==> src/rtl/tbt_pkg.sv <==
package tbt_pkg;
    localparam int unsigned MAX_SHIFT = 8;

    typedef enum logic [1:0] {
        HIT_NONE = 2'd0,
        HIT_LATE = 2'd1,
        HIT_FAR  = 2'd2,
        HIT_IN   = 2'd3
    } hit_cls_e;
endpackage

==> src/rtl/tbt_bin_map.sv <==
module tbt_bin_map #(
    parameter int unsigned TS_W  = 16,
    parameter int unsigned NBINS = 16
) (
    input  logic                     hit_valid,
    input  logic [TS_W-1:0]          hit_ts,
    input  logic [3:0]               shift,
    input  logic [TS_W-1:0]          base,
    output logic [$clog2(NBINS)-1:0] slot,
    output tbt_pkg::hit_cls_e        cls
);
    localparam int unsigned IDX_W = $clog2(NBINS);

    logic [3:0]      shift_eff;
    logic [TS_W-1:0] bin;
    logic [TS_W-1:0] offs;

    always_comb begin
        shift_eff = (shift > 4'(tbt_pkg::MAX_SHIFT)) ? 4'(tbt_pkg::MAX_SHIFT) : shift;
        bin       = hit_ts >> shift_eff;
        offs      = bin - base;
        slot      = bin[IDX_W-1:0];
        if (!hit_valid)                 cls = tbt_pkg::HIT_NONE;
        else if (bin < base)            cls = tbt_pkg::HIT_LATE;
        else if (offs >= TS_W'(NBINS))  cls = tbt_pkg::HIT_FAR;
        else                            cls = tbt_pkg::HIT_IN;
    end
endmodule

==> src/rtl/tbt_counter_bank.sv <==
module tbt_counter_bank #(
    parameter int unsigned NBINS = 16,
    parameter int unsigned CNT_W = 4
) (
    input  logic                     clk,
    input  logic                     rst_n,
    input  logic                     clr,
    input  logic                     inc_en,
    input  logic [$clog2(NBINS)-1:0] inc_idx,
    input  logic                     evict_en,
    input  logic [$clog2(NBINS)-1:0] evict_idx,
    output logic [CNT_W-1:0]         evict_cnt
);
    localparam int unsigned IDX_W   = $clog2(NBINS);
    localparam logic [CNT_W-1:0] CNT_MAX = '1;

    logic [CNT_W-1:0] cnt_d [NBINS];
    logic [CNT_W-1:0] cnt_q [NBINS];

    for (genvar g = 0; g < NBINS; g++) begin : g_slot
        always_comb begin
            cnt_d[g] = cnt_q[g];
            if (clr) begin
                cnt_d[g] = '0;
            end else if (evict_en && evict_idx == IDX_W'(g)) begin
                cnt_d[g] = '0;
            end else if (inc_en && inc_idx == IDX_W'(g) && cnt_q[g] != CNT_MAX) begin
                cnt_d[g] = cnt_q[g] + 1'b1;
            end
        end

        always_ff @(posedge clk or negedge rst_n) begin
            if (!rst_n) cnt_q[g] <= '0;
            else        cnt_q[g] <= cnt_d[g];
        end
    end

    assign evict_cnt = cnt_q[evict_idx];
endmodule

==> src/rtl/tbt_trigger.sv <==
module tbt_trigger #(
    parameter int unsigned TS_W   = 16,
    parameter int unsigned NBINS  = 16,
    parameter int unsigned CNT_W  = 4,
    parameter int unsigned LATE_W = 4
) (
    input  logic              clk,
    input  logic              rst_n,
    input  logic              clr,
    input  logic [3:0]        cfg_shift,
    input  logic [CNT_W-1:0]  cfg_thresh,
    input  logic              hit_valid,
    input  logic [TS_W-1:0]   hit_ts,
    output logic              hit_ready,
    output logic              prim_valid,
    output logic [TS_W-1:0]   prim_bin,
    output logic [CNT_W-1:0]  prim_count,
    output logic [LATE_W-1:0] late_count
);
    localparam int unsigned IDX_W = $clog2(NBINS);
    localparam logic [LATE_W-1:0] LATE_MAX = '1;

    typedef struct packed {
        logic [TS_W-1:0]   base;
        logic [LATE_W-1:0] late;
        logic              pv;
        logic [TS_W-1:0]   pbin;
        logic [CNT_W-1:0]  pcnt;
    } state_t;

    state_t st_d, st_q;

    tbt_pkg::hit_cls_e cls;
    logic [IDX_W-1:0]  hit_slot;
    logic [CNT_W-1:0]  old_cnt;
    logic              inc_en;
    logic              adv_en;

    tbt_bin_map #(.TS_W(TS_W), .NBINS(NBINS)) u_map (
        .hit_valid (hit_valid),
        .hit_ts    (hit_ts),
        .shift     (cfg_shift),
        .base      (st_q.base),
        .slot      (hit_slot),
        .cls       (cls)
    );

    assign inc_en = !clr && (cls == tbt_pkg::HIT_IN);
    assign adv_en = !clr && (cls == tbt_pkg::HIT_FAR);

    tbt_counter_bank #(.NBINS(NBINS), .CNT_W(CNT_W)) u_bank (
        .clk       (clk),
        .rst_n     (rst_n),
        .clr       (clr),
        .inc_en    (inc_en),
        .inc_idx   (hit_slot),
        .evict_en  (adv_en),
        .evict_idx (st_q.base[IDX_W-1:0]),
        .evict_cnt (old_cnt)
    );

    always_comb begin
        st_d    = st_q;
        st_d.pv = 1'b0;
        if (clr) begin
            st_d = '0;
        end else begin
            unique case (cls)
                tbt_pkg::HIT_LATE: begin
                    if (st_q.late != LATE_MAX) st_d.late = st_q.late + 1'b1;
                end
                tbt_pkg::HIT_FAR: begin
                    st_d.pv   = (old_cnt != '0) && (old_cnt >= cfg_thresh);
                    st_d.pbin = st_q.base;
                    st_d.pcnt = old_cnt;
                    st_d.base = st_q.base + 1'b1;
                end
                default: ;
            endcase
        end
    end

    always_ff @(posedge clk or negedge rst_n) begin
        if (!rst_n) st_q <= '0;
        else        st_q <= st_d;
    end

    assign hit_ready  = !clr && (cls != tbt_pkg::HIT_FAR);
    assign prim_valid = st_q.pv;
    assign prim_bin   = st_q.pbin;
    assign prim_count = st_q.pcnt;
    assign late_count = st_q.late;
endmodule

==> config.mk <==
export PLATFORM = sky130hd
export DESIGN_NAME = tbt_trigger
export DESIGN_NICKNAME = d
export VERILOG_FILES = /design/src/rtl/tbt_pkg.sv /design/src/rtl/tbt_bin_map.sv /design/src/rtl/tbt_counter_bank.sv /design/src/rtl/tbt_trigger.sv
export SDC_FILE = /design/constraint.sdc
export NUM_CORES = 1
export LEC_CHECK = 0
export CORE_AREA = 3 3 168 170
export CTS_CLUSTER_DIAMETER = 150
export DETAILED_ROUTE_END_ITERATION = 10
export DIE_AREA = 0 0 171 173
export HOLD_SLACK_MARGIN = 0.06
export PLACE_DENSITY_LB_ADDON = 0.1
export SYNTH_ARGS = -nofsm -noshare
export SYNTH_HDL_FRONTEND = slang
export SYNTH_SLANG_ARGS = --single-unit
export TNS_END_PERCENT = 20
==> constraint.sdc <==
create_clock -name clk -period 14.05 [get_ports clk]
set_clock_uncertainty 0.2 [all_clocks]
set_input_delay 2.81 -clock clk [delete_from_list [all_inputs] [get_ports clk]]
set_output_delay 2.81 -clock clk [all_outputs]
set_load 0.03 [all_outputs]
Word-level counts from Yosys, hierarchy flattened
Cells that the tools add are included.

$add $sub $neg: 19. $lt $le $gt $ge: 5. Equality and inequality tests: 51. Shift-type cells: 1. Multiplexer cells: 60. Bitwise gates (word level): 1. Reductions and logical operators: 76.

Operator list (count): 2-to-1 mux 4 bit (53); adder 4 x 1 -> 4 bit, second input constant (17); inequality test 4 bit, second input constant (17); equality test 4 bit, second input constant (16); logical AND 1 bit (52); nonzero test 3 bit (16); 2-to-1 mux 41 bit (1); equality test 4 x 3 -> 1 bit, second input constant (8); 2-to-1 mux 21 bit (1); adder 16 x 1 -> 16 bit, second input constant (1); binary-select mux 4 bit (select 4 bit) (1); equality test 4 x 2 -> 1 bit, second input constant (4); >= comparator 16 x 5 -> 1 bit, second input constant (1); less-than comparator 16 bit (1); 2-to-1 mux 16 bit (1); right shift 16 x 4 -> 16 bit (1); subtractor 16 bit (1); equality test 4 x 1 -> 1 bit, second input constant (2); logical NOT 4 bit (2); nonzero test 2 bit (3); >= comparator 5 bit, second input constant (1); inverter 4 -> 5 bit (1); equality test 2 bit, second input constant (2); >= comparator 4 bit (1); other kinds (8) (9).

Bits in registers: 105. Bits of input ports: 28. Word-level logic and storage cells: 234.

Depth between registers and ports, before layout
Word-level depth: 15. Gate-level depth with buffers: 23. Mapped depth without buffers: 18.

Modules after synthesis
Synthesis repeated with hierarchy kept, for this count alone.

Cell total of the unflattened synthesis: 855. Area total of the unflattened synthesis: 7556.0 µm².

By module, submodules not included: tbt_counter_bank (instances 1, cells each 397, area an instance 3936.3 µm²); tbt_trigger (instances 1, cells each 238, area an instance 2130.8 µm²); tbt_bin_map (instances 1, cells each 220, area an instance 1488.9 µm²).

Worst setup path before layout
No wires, ideal clock.

Path kind: input -> output. Start: input cfg_shift[0]. End: output hit_ready. Arrival: 6.828 ns. Path slack: 4.212 ns. Stages: 17. Buffers on the path: 4. Cells stage by stage: buf_2 -> nand2b_1 -> buf_4 -> mux4_2 -> mux2_2 -> mux2_2 -> ha_1 -> and3_2 -> a221o_2 -> a211oi_2 -> nor2_1 -> nor2_1 -> a211oi_2 -> o31a_2 -> buf_2 -> buf_2 -> nor2_1.

Cells in the longest elaborated chain, start to end: 10.

RTL lines: from (decl) (RTL line tbt_trigger.sv:10) `input logic [3:0] cfg_shift,`; > comparator 4 bit (RTL line tbt_bin_map.sv:19) `shift_eff = (shift > 4'(tbt_pkg::MAX_SHIFT)) ? 4'(tbt_pkg::MAX_SHIFT) : shift;`; 2-to-1 mux 4 bit (*) (RTL line tbt_bin_map.sv:19); right shift 16 x 4 -> 16 bit (*) (RTL line tbt_bin_map.sv:20) `bin = hit_ts >> shift_eff;`; subtractor 16 bit (RTL line tbt_bin_map.sv:21) `offs = bin - base;`; >= comparator 16 x 5 -> 1 bit (RTL line tbt_bin_map.sv:25) `else if (offs >= TS_W'(NBINS)) cls = tbt_pkg::HIT_FAR;`; 2-to-1 mux 1 bit (RTL line tbt_bin_map.sv:25); 2-to-1 mux 2 bit (*) (RTL line tbt_bin_map.sv:24) `else if (bin < base) cls = tbt_pkg::HIT_LATE;`; 2-to-1 mux 2 bit (*) (RTL line tbt_bin_map.sv:23) `if (!hit_valid) cls = tbt_pkg::HIT_NONE;`; inequality test 2 bit (*) (RTL line tbt_trigger.sv:88) `assign hit_ready = !clr && (cls != tbt_pkg::HIT_FAR);`; logical AND 1 bit (*) (RTL line tbt_trigger.sv:88); to (decl) (RTL line tbt_trigger.sv:14) `output logic hit_ready,`.

Every way passes the cells marked *; elsewhere a longest branch is shown, timed or not.

Final worst setup path
Start: input cfg_shift[3]. End: output hit_ready.

The elaborated chain is that of the path after synthesis.

==> out/metrics.csv <==
stage;metric;value;unit
finish;layout-drive-gt1-share;9.79;%
yosys;synthesis.area;0.00776;mm²
yosys;avgSynthCellArea;9.01;µm²
yosys;synth-seq-cells;105;
floorplanning;dieArea;0.0296;mm²
critical_path;endpoint_kind;output port;
yosys;synth_cell_type_count;67;
drt;drt_iter0_drc;291;
yosys;syn_inst;861;
grt;grt_usage;15.4;%
clock_network;cts_hold_buf;0;
hold_path;hold_path.class;flip-flop to flip-flop;
power;power;0.000711;W
yosys;synth-main-ff-cell;dfrtp_1;
critical_path;worst-path-max-fanout;22;
clock_network;cts_tree;yes;
yosys;ys_seq_area_share;33.9;%
sta;setup_viol;0;
yosys;synth_top_area_share;33.9;%
sta;period_share;83.1;%
critical_path;r2r-start;st_q[25];
placed_design;dp_hpwl;16.6;mm
sta;period_minus_slack;11670;ps
finish;multi_input_area;0.00461;mm²
critical_path;r2r_cells;14;
placed_design;place_ws;2440;ps
yosys;synth_area_leaders;dfrtp_1, mux4_2, ha_1;
floorplanning;die_h;173;µm
placed_design;gp_congestion;0.814;
hold_path;holdPathStages;2;
clock_network;cts-root-buf;clkbuf_16;
sta;tightest_slew;885;ps
critical_path;startpoint_type;primary input;
power;p_per_area;81.5;mW/mm²
floorplanning;core;0.0269;mm²
placed_design;place_area;0.00844;mm²
clock_network;cts_setup_buffers;0;
finish;syn2layout_area_growth;12.4;%
clock_network;tritoncts.num_buffers;9;
clock_network;clock-sinks;105;
grt;grt_pass1_vias;6332;
sta;max_clock_freq;0.0857;GHz
finish;diodes;0;
drt;ant_nets;0;
sta;fin_setup_tns;0;ps
yosys;synth-edff-count;0;
sta;maxSlewViolCount;0;
grt;overflow;0;
sta;hold_viol;0;
finish;postLayoutCellArea;0.00872;mm²
power;power_leakage;3.60;nW
outcome;status;complete, no violations;
drt;drc_errors;0;
grt;grt_antenna_before_repair;0;
critical_path;reg2reg_slack;8960;ps
floorplanning;die_w;171;µm
critical_path;crit_required;11040;ps
critical_path;critical_path.endpoint;hit_ready;
critical_path;arrival;8660;ps
grt;grt_pass1_wl;36.2;mm
yosys;ys_async_sr_fraction;100;%
floorplanning;core.rowCount;60;
sta;rsz0062_at_grt;no;
clock_network;clk_latency;350;ps
sta;fin_ws;2380;ps
drt;viasPerCell;5.15;
placed_design;port_buffers;53;
power;ir_drop;0.0591;mV
clock_network;clock_path_buffers;2;
yosys;syn-num-nets;931;
clock_network;cts_resized;0;
drt;via_count;6275;
floorplanning;io_pins;54;
finish;seqCellArea;0.00263;mm²
critical_path;critPathKind;primary input to output port;
finish;fin_nets;943;
sta;maxSlewHeadroom;41.0;%
grt;grt_max_degree;63;
drt;postRouteWirelength;22.4;mm
critical_path;r2r_end;u_bank.cnt_q[0];
finish;fillers;2838;
clock_network;clk_pin_slew;70;ps
yosys;yosys.area.top_type;dfrtp_1;
drt;routedWlPerCell;18.4;µm
flow_run;maxCapViolations;0;
yosys;yosysWarningCount;0;
drt;drtPass1Iterations;5;
clock_network;htree_levels;3;
floorplanning;initial_utilization;28.9;%
critical_path;worstSetupStartpoint;cfg_shift[3];
## cell usage after synthesis (10+ instances only)
cell	count
dfrtp_1	105
nor2_1	88
nand2_1	83
nand3_1	54
a21oi_1	49
inv_1	46
ha_1	41
o21ai_0	30
xnor2_1	29
mux2i_1	28
mux4_2	26
buf_4	25
nand4_1	25
xor2_1	23
nor3_1	20
and3_1	17
clkbuf_1	17
nand2b_1	17
buf_2	16
a211oi_1	10
mux2_2	10
nor4_1	10
## area by class of cell
class / count / area share, %
well taps: 341 / 4.89
multi-input cells: 647 / 52.8
inverters: 47 / 2.02
clock inverters: 5 / 0.459
clock buffers: 11 / 2.78
repair buffers: 63 / 6.86
flip-flops and latches: 105 / 30.1
## per-stage QoR
step	hold WS, ps	std cells	util [%]
final	315	1219	32.4
after detailed placement	307	1203	31.4
after global routing	345	1219	32.4
after CTS	319	1219	32.4
after floorplan	297	861	-
after global placement	308	1203	31.4
## placed cells by master (no fill, tap or decap), types with 4 or more instances in the layout
cell type          n
dfrtp_1          105
nor2_1            88
nand2_1           83
nand3_1           54
clkdlybuf4s50_1   51
a21oi_1           49
inv_1             46
ha_1              41
o21ai_0           30
xnor2_1           29
mux2i_1           28
mux4_2            26
nand4_1           25
xor2_1            23
nor3_1            20
nand2b_1          17
and3_1            17
buf_4             11
nor4_1            10
mux2_2            10
a211oi_1          10
clkbuf_16          9
o22ai_1            6
a21o_1             6
or3_1              6
a31oi_1            6
and2_1             4
and4_1             4
## how the worst min path moves through the flow
stage           startpoint      endpoint  slack [ps]
5_1_grt        prim_bin[7]   prim_bin[7]         340
3_5_place_dp      st_q[31]   prim_bin[6]         310
3_3_place_gp      st_q[31]   prim_bin[6]         310
4_1_cts           st_q[31]   prim_bin[6]         320
6_report          st_q[31]   prim_bin[6]         320
2_1_floorplan     st_q[40]  prim_bin[15]         300
## kinds of logic after synthesis
| group | synth area share [%] |
|---|---|
| muxes | 12.6 |
| xor gates and xnor gates | 5.87 |
| DFF | 33.9 |
| and+or+nand+nor | 22.3 |
| buffers and inverters | 6.84 |
| adders and majority gates | 6.87 |
| AOI/OAI and AO/OA | 11.7 |
## flip-flops by register name (all words and copies together), names as in the netlist
name and flops:
late_count 4, prim_bin 16, prim_count 4, prim_valid 1, st_q 16, u_bank.cnt_q 64
## worst max-delay path: stages
cell             delay (ps)
clkdlybuf4s50_1         980
nand2b_1                790
mux4_2                  610
mux2_2                  270
mux2_2                  260
ha_1                    370
and3_2                  250
a221o_2                 430
mux2i_1                 180
o2111ai_1               140
nor2_1                  140
nand4b_1                220
o31a_2                  360
nor2_1                  150
clkdlybuf4s50_1         700
## power breakdown
group | leakage [nW] | internal [W] | total [W] | switching, W
combinational | 2.00 | 0.0000554 | 0.000156 | 0.000101
sequential | 1.47 | 0.000304 | 0.000305 | 0.00000134
clock | 0.134 | 0.000127 | 0.000250 | 0.000123
total | 3.60 | 0.000486 | 0.000711 | 0.000225
## layer usage
layer | GRT usage (%) | vias up | part of all wire, %
met5 | 0 | - | 0
met3 | 2.67 | 21 | 3.0
met2 | 26.0 | 87 | 50
met4 | 3.62 | 0 | 1.6
met1 | 20.5 | 3084 | 45
li1 | - | 3083 | -
No activity file was read; power rests on OpenSTA's default activity.
